$ cat src/rtl/ssm_pkg.sv
package ssm_pkg;

   // Life cycle of one function unit as seen by the shadow logic.
   typedef enum logic [1:0] {
      FU_IDLE   = 2'd0,
      FU_PLAIN  = 2'd1,
      FU_SHADOW = 2'd2
   } fu_state_e;

   function automatic logic fu_busy(input fu_state_e st);
      return st != FU_IDLE;
   endfunction

endpackage

$ cat src/rtl/ssm_unit.sv
module ssm_unit
   import ssm_pkg::*;
(
   input  logic clk,
   input  logic rst_n,
   input  logic issue_here,
   input  logic issue_shadow,
   input  logic ok_in,
   input  logic fail_in,
   input  logic fail_all,
   input  logic wr_req,
   input  logic col_hit,
   input  logic kill_hit,
   output logic idle,
   output logic shadow_live,
   output logic fail_eff,
   output logic clr_row,
   output logic go_write,
   output logic go_die
);

   fu_state_e st_q, st_d;
   logic      resolve;

   always_comb begin
      idle        = !fu_busy(st_q);
      fail_eff    = (st_q == FU_SHADOW) && (fail_in || fail_all);
      resolve     = (st_q == FU_SHADOW) && (ok_in || fail_eff);
      go_write    = (st_q == FU_PLAIN) && wr_req && !col_hit;
      go_die      = fu_busy(st_q) && kill_hit;
      shadow_live = (st_q == FU_SHADOW) && !resolve && !kill_hit;
      clr_row     = resolve || go_write || go_die;
   end

   always_comb begin
      st_d = st_q;
      unique case (st_q)
         FU_IDLE:   if (issue_here) st_d = issue_shadow ? FU_SHADOW : FU_PLAIN;
         FU_PLAIN:  if (go_write || go_die) st_d = FU_IDLE;
         FU_SHADOW: if (go_die) st_d = FU_IDLE;
                    else if (resolve) st_d = FU_PLAIN;
         default:   st_d = FU_IDLE;
      endcase
   end

   always_ff @(posedge clk) begin
      if (!rst_n) st_q <= FU_IDLE;
      else        st_q <= st_d;
   end

   // an accepted issue always leaves the unit busy next cycle
   p_issue_taken_r11: assert property (@(posedge clk) disable iff (!rst_n)
      (issue_here && idle) |=> !idle);

   // a granted write leaves the unit idle next cycle
   p_write_retires_r8: assert property (@(posedge clk) disable iff (!rst_n)
      go_write |=> (idle && !go_write));

   // a shadower is never granted before it resolves
   p_shadower_holds_r4: assert property (@(posedge clk) disable iff (!rst_n)
      (shadow_live) |=> !go_write);

endmodule

$ cat src/rtl/ssm_row.sv
module ssm_row #(
   parameter int NUM_FU = 4
) (
   input  logic              clk,
   input  logic              rst_n,
   input  logic              clr_row,
   input  logic [NUM_FU-1:0] clr_col,
   input  logic [NUM_FU-1:0] set_col,
   output logic [NUM_FU-1:0] row_q
);

   logic [NUM_FU-1:0] row_d;

   always_comb begin
      if (clr_row) row_d = '0;
      else         row_d = (row_q & ~clr_col) | set_col;
   end

   always_ff @(posedge clk) begin
      if (!rst_n) row_q <= '0;
      else        row_q <= row_d;
   end

   // a resolved or retired shadower holds no shadow next cycle
   p_row_wiped_r5: assert property (@(posedge clk) disable iff (!rst_n)
      clr_row |=> (row_q == '0));

endmodule

$ cat src/rtl/shadow_commit_matrix.sv
module shadow_commit_matrix
   import ssm_pkg::*;
#(
   parameter  int NUM_FU = 4,
   localparam int IDX_W  = (NUM_FU > 1) ? $clog2(NUM_FU) : 1
) (
   input  logic              clk,
   input  logic              rst_n,
   input  logic              issue_vld,
   input  logic [IDX_W-1:0]  issue_fu,
   input  logic              issue_shadow,
   input  logic [NUM_FU-1:0] shadow_ok,
   input  logic [NUM_FU-1:0] shadow_fail,
   input  logic              fail_all,
   input  logic [NUM_FU-1:0] wr_req,
   output logic [NUM_FU-1:0] go_write,
   output logic [NUM_FU-1:0] go_die
);

   if (NUM_FU < 2 || NUM_FU > 64) begin : g_bad_size
      $error("shadow_commit_matrix: NUM_FU must lie in 2..64");
   end

   logic [NUM_FU-1:0] issue_dec;
   logic [NUM_FU-1:0] issue_acc;
   logic [NUM_FU-1:0] idle;
   logic [NUM_FU-1:0] live;
   logic [NUM_FU-1:0] fail_eff;
   logic [NUM_FU-1:0] clr_row;
   logic [NUM_FU-1:0] retire;
   logic [NUM_FU-1:0] col_hit;
   logic [NUM_FU-1:0] kill_hit;
   logic [NUM_FU-1:0] mtx [NUM_FU];

   for (genvar j = 0; j < NUM_FU; j++) begin : g_dec
      assign issue_dec[j] = issue_vld && (issue_fu == IDX_W'(j));
   end

   assign issue_acc = issue_dec & idle;
   assign retire    = go_write | go_die;

   // Column reductions: any shadow over unit j, and any failing shadow over it.
   always_comb begin
      col_hit  = '0;
      kill_hit = '0;
      for (int i = 0; i < NUM_FU; i++) begin
         for (int j = 0; j < NUM_FU; j++) begin
            col_hit[j]  = col_hit[j]  | mtx[i][j];
            kill_hit[j] = kill_hit[j] | (mtx[i][j] & fail_eff[i]);
         end
      end
   end

   for (genvar i = 0; i < NUM_FU; i++) begin : g_fu
      ssm_unit u_unit (
         .clk          (clk),
         .rst_n        (rst_n),
         .issue_here   (issue_dec[i]),
         .issue_shadow (issue_shadow),
         .ok_in        (shadow_ok[i]),
         .fail_in      (shadow_fail[i]),
         .fail_all     (fail_all),
         .wr_req       (wr_req[i]),
         .col_hit      (col_hit[i]),
         .kill_hit     (kill_hit[i]),
         .idle         (idle[i]),
         .shadow_live  (live[i]),
         .fail_eff     (fail_eff[i]),
         .clr_row      (clr_row[i]),
         .go_write     (go_write[i]),
         .go_die       (go_die[i])
      );

      ssm_row #(.NUM_FU(NUM_FU)) u_row (
         .clk     (clk),
         .rst_n   (rst_n),
         .clr_row (clr_row[i]),
         .clr_col (retire),
         .set_col (issue_acc & {NUM_FU{live[i]}}),
         .row_q   (mtx[i])
      );
   end

   // write and cancel never coincide on one unit
   p_write_die_excl_r6: assert property (@(posedge clk) disable iff (!rst_n)
      (go_write & go_die) == '0);

   // an idle unit receives neither grant nor cancel
   p_idle_quiet_r8: assert property (@(posedge clk) disable iff (!rst_n)
      ((go_write | go_die) & idle) == '0);

   // a retired unit's column is empty afterwards
   p_col_wiped_r8: assert property (@(posedge clk) disable iff (!rst_n)
      (retire != '0) |=> ((col_hit & $past(retire)) == '0));

   // a freshly issued unit is shadowed exactly when a live shadower existed
   p_new_col_r3: assert property (@(posedge clk) disable iff (!rst_n)
      (issue_acc != '0) |=> (((col_hit & $past(issue_acc)) != '0) == $past(live != '0)));

endmodule

$ cat config.mk
export PLATFORM = sky130hd
export DESIGN_NAME = shadow_commit_matrix
export DESIGN_NICKNAME = d
export VERILOG_FILES = /design/src/rtl/ssm_pkg.sv /design/src/rtl/ssm_unit.sv /design/src/rtl/ssm_row.sv /design/src/rtl/shadow_commit_matrix.sv
export SDC_FILE = /design/constraint.sdc
export NUM_CORES = 1
export LEC_CHECK = 0
export ABC_CLOCK_PERIOD_IN_PS = 3700
export CAP_MARGIN = 0
export CELL_PAD_IN_SITES_DETAIL_PLACEMENT = 0
export CELL_PAD_IN_SITES_GLOBAL_PLACEMENT = 2
export CORE_AREA = 2 2 70 72
export DETAILED_ROUTE_END_ITERATION = 8
export DIE_AREA = 0 0 72 74
export GPL_TIMING_DRIVEN = 0
export PLACE_DENSITY_LB_ADDON = 0.25
export REMOVE_ABC_BUFFERS = 1
export SLEW_MARGIN = 20
export SYNTH_ARGS = -nofsm -noshare
export SYNTH_HDL_FRONTEND = slang
export SYNTH_SLANG_ARGS = --single-unit
$ cat constraint.sdc
create_clock -name clk -period 3.7 [get_ports clk]
set_input_delay 0.37 -clock clk [delete_from_list [all_inputs] [get_ports clk]]
set_output_delay 0.37 -clock clk [all_outputs]
set_load 0.02 [all_outputs]
* Word level (Yosys, flattened, before mapping)
Index checks and enable logic that the tools add are counted.
W data, S select, Z words.
** Storage, ports and cells
- Register bits :: 24
- Word-level logic and storage cells :: 193
** Cells by class
- Reductions and logical operators :: 85
- Equality and inequality tests :: 23
- Bitwise gates (word level) :: 56
- Multiplexer cells :: 21
** Operator list (number)
- $and A4 B4 Y4 :: 9
- $mux W2 :: 17
- $logic_and A1 B1 Y1 :: 32
- $or A1 B1 Y1 :: 24
- $pmux W2 S3 :: 4
- $logic_or A1 B1 Y1 :: 20
- $or A4 B4 Y4 :: 5
- $and A1 B1 Y1 :: 16
- $logic_not A1 Y1 :: 16
- $eq A2 B2 Y1 const B :: 6
- $ne A3 B1 Y1 const B :: 4
- $reduce_and A3 Y1 :: 4
- $eq A2 B1 Y1 const B :: 5
- $logic_not A2 Y1 :: 5
- $ne A2 B1 Y1 const B :: 4
- $ne A2 B2 Y1 const B :: 4
- $reduce_bool A2 Y1 :: 4
- $reduce_or A2 Y1 :: 4
- $not A4 Y4 :: 1
- $not A1 Y1 :: 1

* Logic depth before layout (Yosys ltp)
- Word-level depth :: 11
- Depth in mapped cells :: 7
- Mapped depth without buffers :: 6

* Modules after synthesis
A second synthesis with hierarchy kept.
** Second synthesis, totals
- Cell total of the unflattened synthesis :: 209
- Area, all modules :: 1808.0 µm²
** Modules (own cells, without submodules)
- ssm_row :: cells each 17, area an instance 198.9 µm², instances 4
- ssm_unit :: cells each 24, area an instance 177.7 µm², instances 4
- shadow_commit_matrix :: cells each 45, area an instance 301.5 µm², instances 1

* Worst setup path before layout
OpenSTA, ideal clock, no wires.
- Path kind :: input to output
- From :: input fail_all
- To :: output go_die[0]
- Cell stages on the path :: 6
- Path buffers :: 1
- Slack :: 1.758 ns
- Data arrival time :: 1.572 ns
- Cell sequence :: or2_4 and2_4 a221o_2 o22ai_1 inv_1 buf_4
** On the way
- Cells in the longest elaborated chain, start to end :: 7
- Elaborated cells between the ends (all ways) :: 16
- Classes of those cells :: bitwise: 7; reduce/logical: 9
** RTL lines
- start: declaration :: RTL line shadow_commit_matrix.sv:14 : input logic fail_all,
- $logic_or A1 B1 Y1 :: RTL line ssm_unit.sv:27 : fail_eff = (st_q == FU_SHADOW) && (fail_in || fail_all);
- $logic_and A1 B1 Y1 :: RTL line ssm_unit.sv:27
- $and A1 B1 Y1 :: RTL line shadow_commit_matrix.sv:49 : kill_hit[j] = kill_hit[j] | (mtx[i][j] & fail_eff[i]);
- $or A1 B1 Y1 (2 in a row) :: RTL line shadow_commit_matrix.sv:49
- $or A1 B1 Y1 (*) :: RTL line shadow_commit_matrix.sv:49
- $logic_and A1 B1 Y1 (*) :: RTL line ssm_unit.sv:30 : go_die = fu_busy(st_q) && kill_hit;
- end: declaration :: RTL line shadow_commit_matrix.sv:17 : output logic [NUM_FU-1:0] go_die
Mark *: on every way between the ends. The rest lies on a longest branch, timed or not.

* Worst setup path after layout
- From :: input fail_all
- To :: output go_die[2]
The elaborated chain is that of the path after synthesis.

==> flow_metrics.tcl <==
set metrics [dict create \
    post_route_cell_area_um2 1710 \
    gr-total-overflow 0 \
    cts_buffers 3 \
    starting_density_of_the_core 0.306 \
    ys_dominant_reg_cell "sky130_fd_sc_hd__dfxtp_1" \
    cts.hold.buffers_added 0 \
    die-height_um 74 \
    cp_slowest_stage_delay_ps 540 \
    timing.critical_path.arrival_ps 2670 \
    first_global_vias 1301 \
    residual_drc_count 0 \
    cpMaxStageDelayCell "sky130_fd_sc_hd__clkdlybuf4s50_1" \
    hp-start "g_fu[2].u_row.row_q[2]" \
    htree_num_levels 1 \
    port_buffers 26 \
    combPwrFrac 0.126 \
    worst_setup_path_startpoint "fail_all" \
    coreArea_um2 4600 \
    firstDrtPassIters 4 \
    finalWeightedCongestion 0.861 \
    synth_edf_count 0 \
    cts_tree "done" \
    crit_path_start_kind "input pin" \
    grt_first_pass_wirelength_um 6740 \
    worst_ir_drop_vdd_mv 0.193 \
    yosysSeqAreaShare 0.342 \
    syn2layout_area_growth_pct 21.4 \
    crit_path_cell_trace "clkdlybuf4s50_1 > or2_1 > and2_1 > a22o_1 > o22ai_1 > inv_1 > clkdlybuf4s50_1" \
    worstSetupEndpointType "output port" \
    chipWidth_um 72 \
    power.internal_uw 389 \
    outcome "finished clean" \
    layout-drive-gt1-share 0.0769 \
    clock_power_share 0.363 \
    syn_avg_cell_area_um2 8.04 \
    cts_sinks 24 \
    clkSlewWorstSetupHoldPaths_ps 100 \
    period_needed_ps 3040 \
    io_pins 27 \
    path_common_cell "sky130_fd_sc_hd__clkdlybuf4s50_1" \
    power_per_cell_area_nw_per_um2 306 \
    worst_r2r_startpoint "g_fu[0].u_unit.st_q[0]" \
    post_cts_resized 0 \
    fmaxAchievable_ghz 0.329 \
    synth_top_cell_area_share 0.342 \
    slew_viol_final 0 \
    skew_pair_late_insertion_delay_ps 280 \
    final_net_count 215 \
    count_of_routing_violations_after_the_opening_detailed_route_iteration 143 \
    max_clock_skew_ps 7.86 \
    design.die.area_um2 5330 \
    p_sw_frac 0.254 \
    crit_path_max_fanout 5 \
    netlist_top_cells_area "sky130_fd_sc_hd__dfxtp_1 34%, sky130_fd_sc_hd__nor2_1 7.7%, sky130_fd_sc_hd__a22oi_1 6.4%, sky130_fd_sc_hd__buf_4 4.3%, sky130_fd_sc_hd__nor3b_1 3.2%" \
    post-synth-top-area-cell "sky130_fd_sc_hd__dfxtp_1" \
    setup-tns-final_ps 0 \
    instances_no_fill 249 \
    antenna_violating_nets_post_route 0 \
    required_ps 3330 \
    wl_per_cell_um 17.0 \
    leakagePower_uw 0.000657 \
    min_period_over_period 0.821 \
    post_cts_setup_buffers 0 \
    viasPerCell 5.54 \
    finalWirelength_um 4220 \
    synth_warnings 0 \
    ys_async_sr_fraction 0 \
    insertedDiodeCount 0 \
    synth.lib_cells_used.distinct 39 \
    min-delay-path-class "flop to flop" \
    worst_slew_pin_slew_ps 957 \
    netlist_instances 175 \
    dr_total_vias 1379 \
    groute.usage.overall 0.169 \
    drv_cap 0 \
    criticalPathCategory "input pin to output port" \
    setup-violations-final 0 \
    grt_antenna_before_repair 0 \
    synth_seq_cells 24 \
    grt_setup_unrepaired "no" \
    dp_hpwl_um 3160 \
    seqPwrFrac 0.511 \
    layout_commonest_cell "sky130_fd_sc_hd__nor2_1" \
    grt_max_degree 14 \
    slew_headroom 0.356 \
    postPlaceCellArea_um2 1650 \
    clk_path_buf_depth 2 \
    power.net_switching_uw 132 \
    netlist_area_um2 1410 \
    place_inst 245 \
    layout.cells.most_common_list "29 x sky130_fd_sc_hd__nor2_1, 26 x sky130_fd_sc_hd__clkdlybuf4s50_1, 24 x sky130_fd_sc_hd__dfxtp_1" \
    final_hold_viol_count 0 \
    ctsRootBufferMaster "sky130_fd_sc_hd__clkbuf_8" \
    rows 25 \
]
synthesized netlist by cell type, types with 3 or more instances:
master	count
sky130_fd_sc_hd__a21oi_1	7
sky130_fd_sc_hd__a22oi_1	12
sky130_fd_sc_hd__and2_1	4
sky130_fd_sc_hd__and3_1	5
sky130_fd_sc_hd__buf_4	8
sky130_fd_sc_hd__dfxtp_1	24
sky130_fd_sc_hd__inv_1	8
sky130_fd_sc_hd__nand2_1	5
sky130_fd_sc_hd__nand2b_1	4
sky130_fd_sc_hd__nand3_1	4
sky130_fd_sc_hd__nand4b_1	3
sky130_fd_sc_hd__nor2_1	29
sky130_fd_sc_hd__nor2b_1	3
sky130_fd_sc_hd__nor3_1	4
sky130_fd_sc_hd__nor3b_1	6
sky130_fd_sc_hd__nor4_1	7
sky130_fd_sc_hd__o21ai_0	7
sky130_fd_sc_hd__o22ai_1	4
sky130_fd_sc_hd__or2_1	3
sky130_fd_sc_hd__or3_1	3
cell families after synthesis:
kind of cell / count (synthesis) / share of synthesized area
flops: 24 / 0.342
simple gates: 91 / 0.366
compound gates: 42 / 0.213
buf+inv: 18 / 0.0801
path summary, 6_finish.rpt:
path,endpoint,slack [ps],cells past startpoint
max,go_die[2],660,7
min,g_fu[2].u_row.row_q[2],460,2
max reg2reg,g_fu[1].u_row.row_q[3],1530,6
min reg2reg,g_fu[2].u_row.row_q[2],460,2
through the flow:
step           setup slack [ps]  hold slack [ps]  utilization  power [uW]
5_1_grt                     559              497        0.371         543
6_report                    661              457        0.371         522
3_3_place_gp                640              441        0.359         338
2_1_floorplan              1810              421            -         301
4_1_cts                     659              458        0.371         527
3_5_place_dp                666              443        0.359         338
worst max-delay path, delay by kind of cell:
kind                   cells  cell delay [ps]
AND/OR/NAND/NOR            2              610
buffers and inverters      3             1060
AO/OA/AOI/OAI              2              630
metal layers:
layer	up-vias	GRT usage	share of wire
met5	-	0	0
met1	669	0.221	0.46
met3	2	0.0325	0.037
li1	684	-	-
met4	0	0.0419	0.0038
met2	24	0.289	0.50
registers in the layout (all words and copies together) (netlist names):
register          count
g_fu.u_row.row_q     16
g_fu.u_unit.st_q      8
cell type report:
cell class | instances | area [um^2]
Clock buffer | 4 | 55.1
Fill cell | 495 | 2890
Timing Repair Buffer | 26 | 260
Sequential cell | 24 | 480
Multi-Input combinational cell | 133 | 813
Inverter | 8 | 30.0
Tap cell | 54 | 67.6
power by group through the flow:
stage | Sequential (uW) | Clock (uW) | Combinational (uW)
after floorplan | 271 | 0 | 30.0
after global placement | 272 | 0 | 65.6
after detailed placement | 272 | 0 | 65.8
after CTS | 266 | 194 | 66.2
after global routing | 267 | 204 | 71.5
final | 266 | 190 | 65.8
No activity file was read; power rests on OpenSTA's default activity.
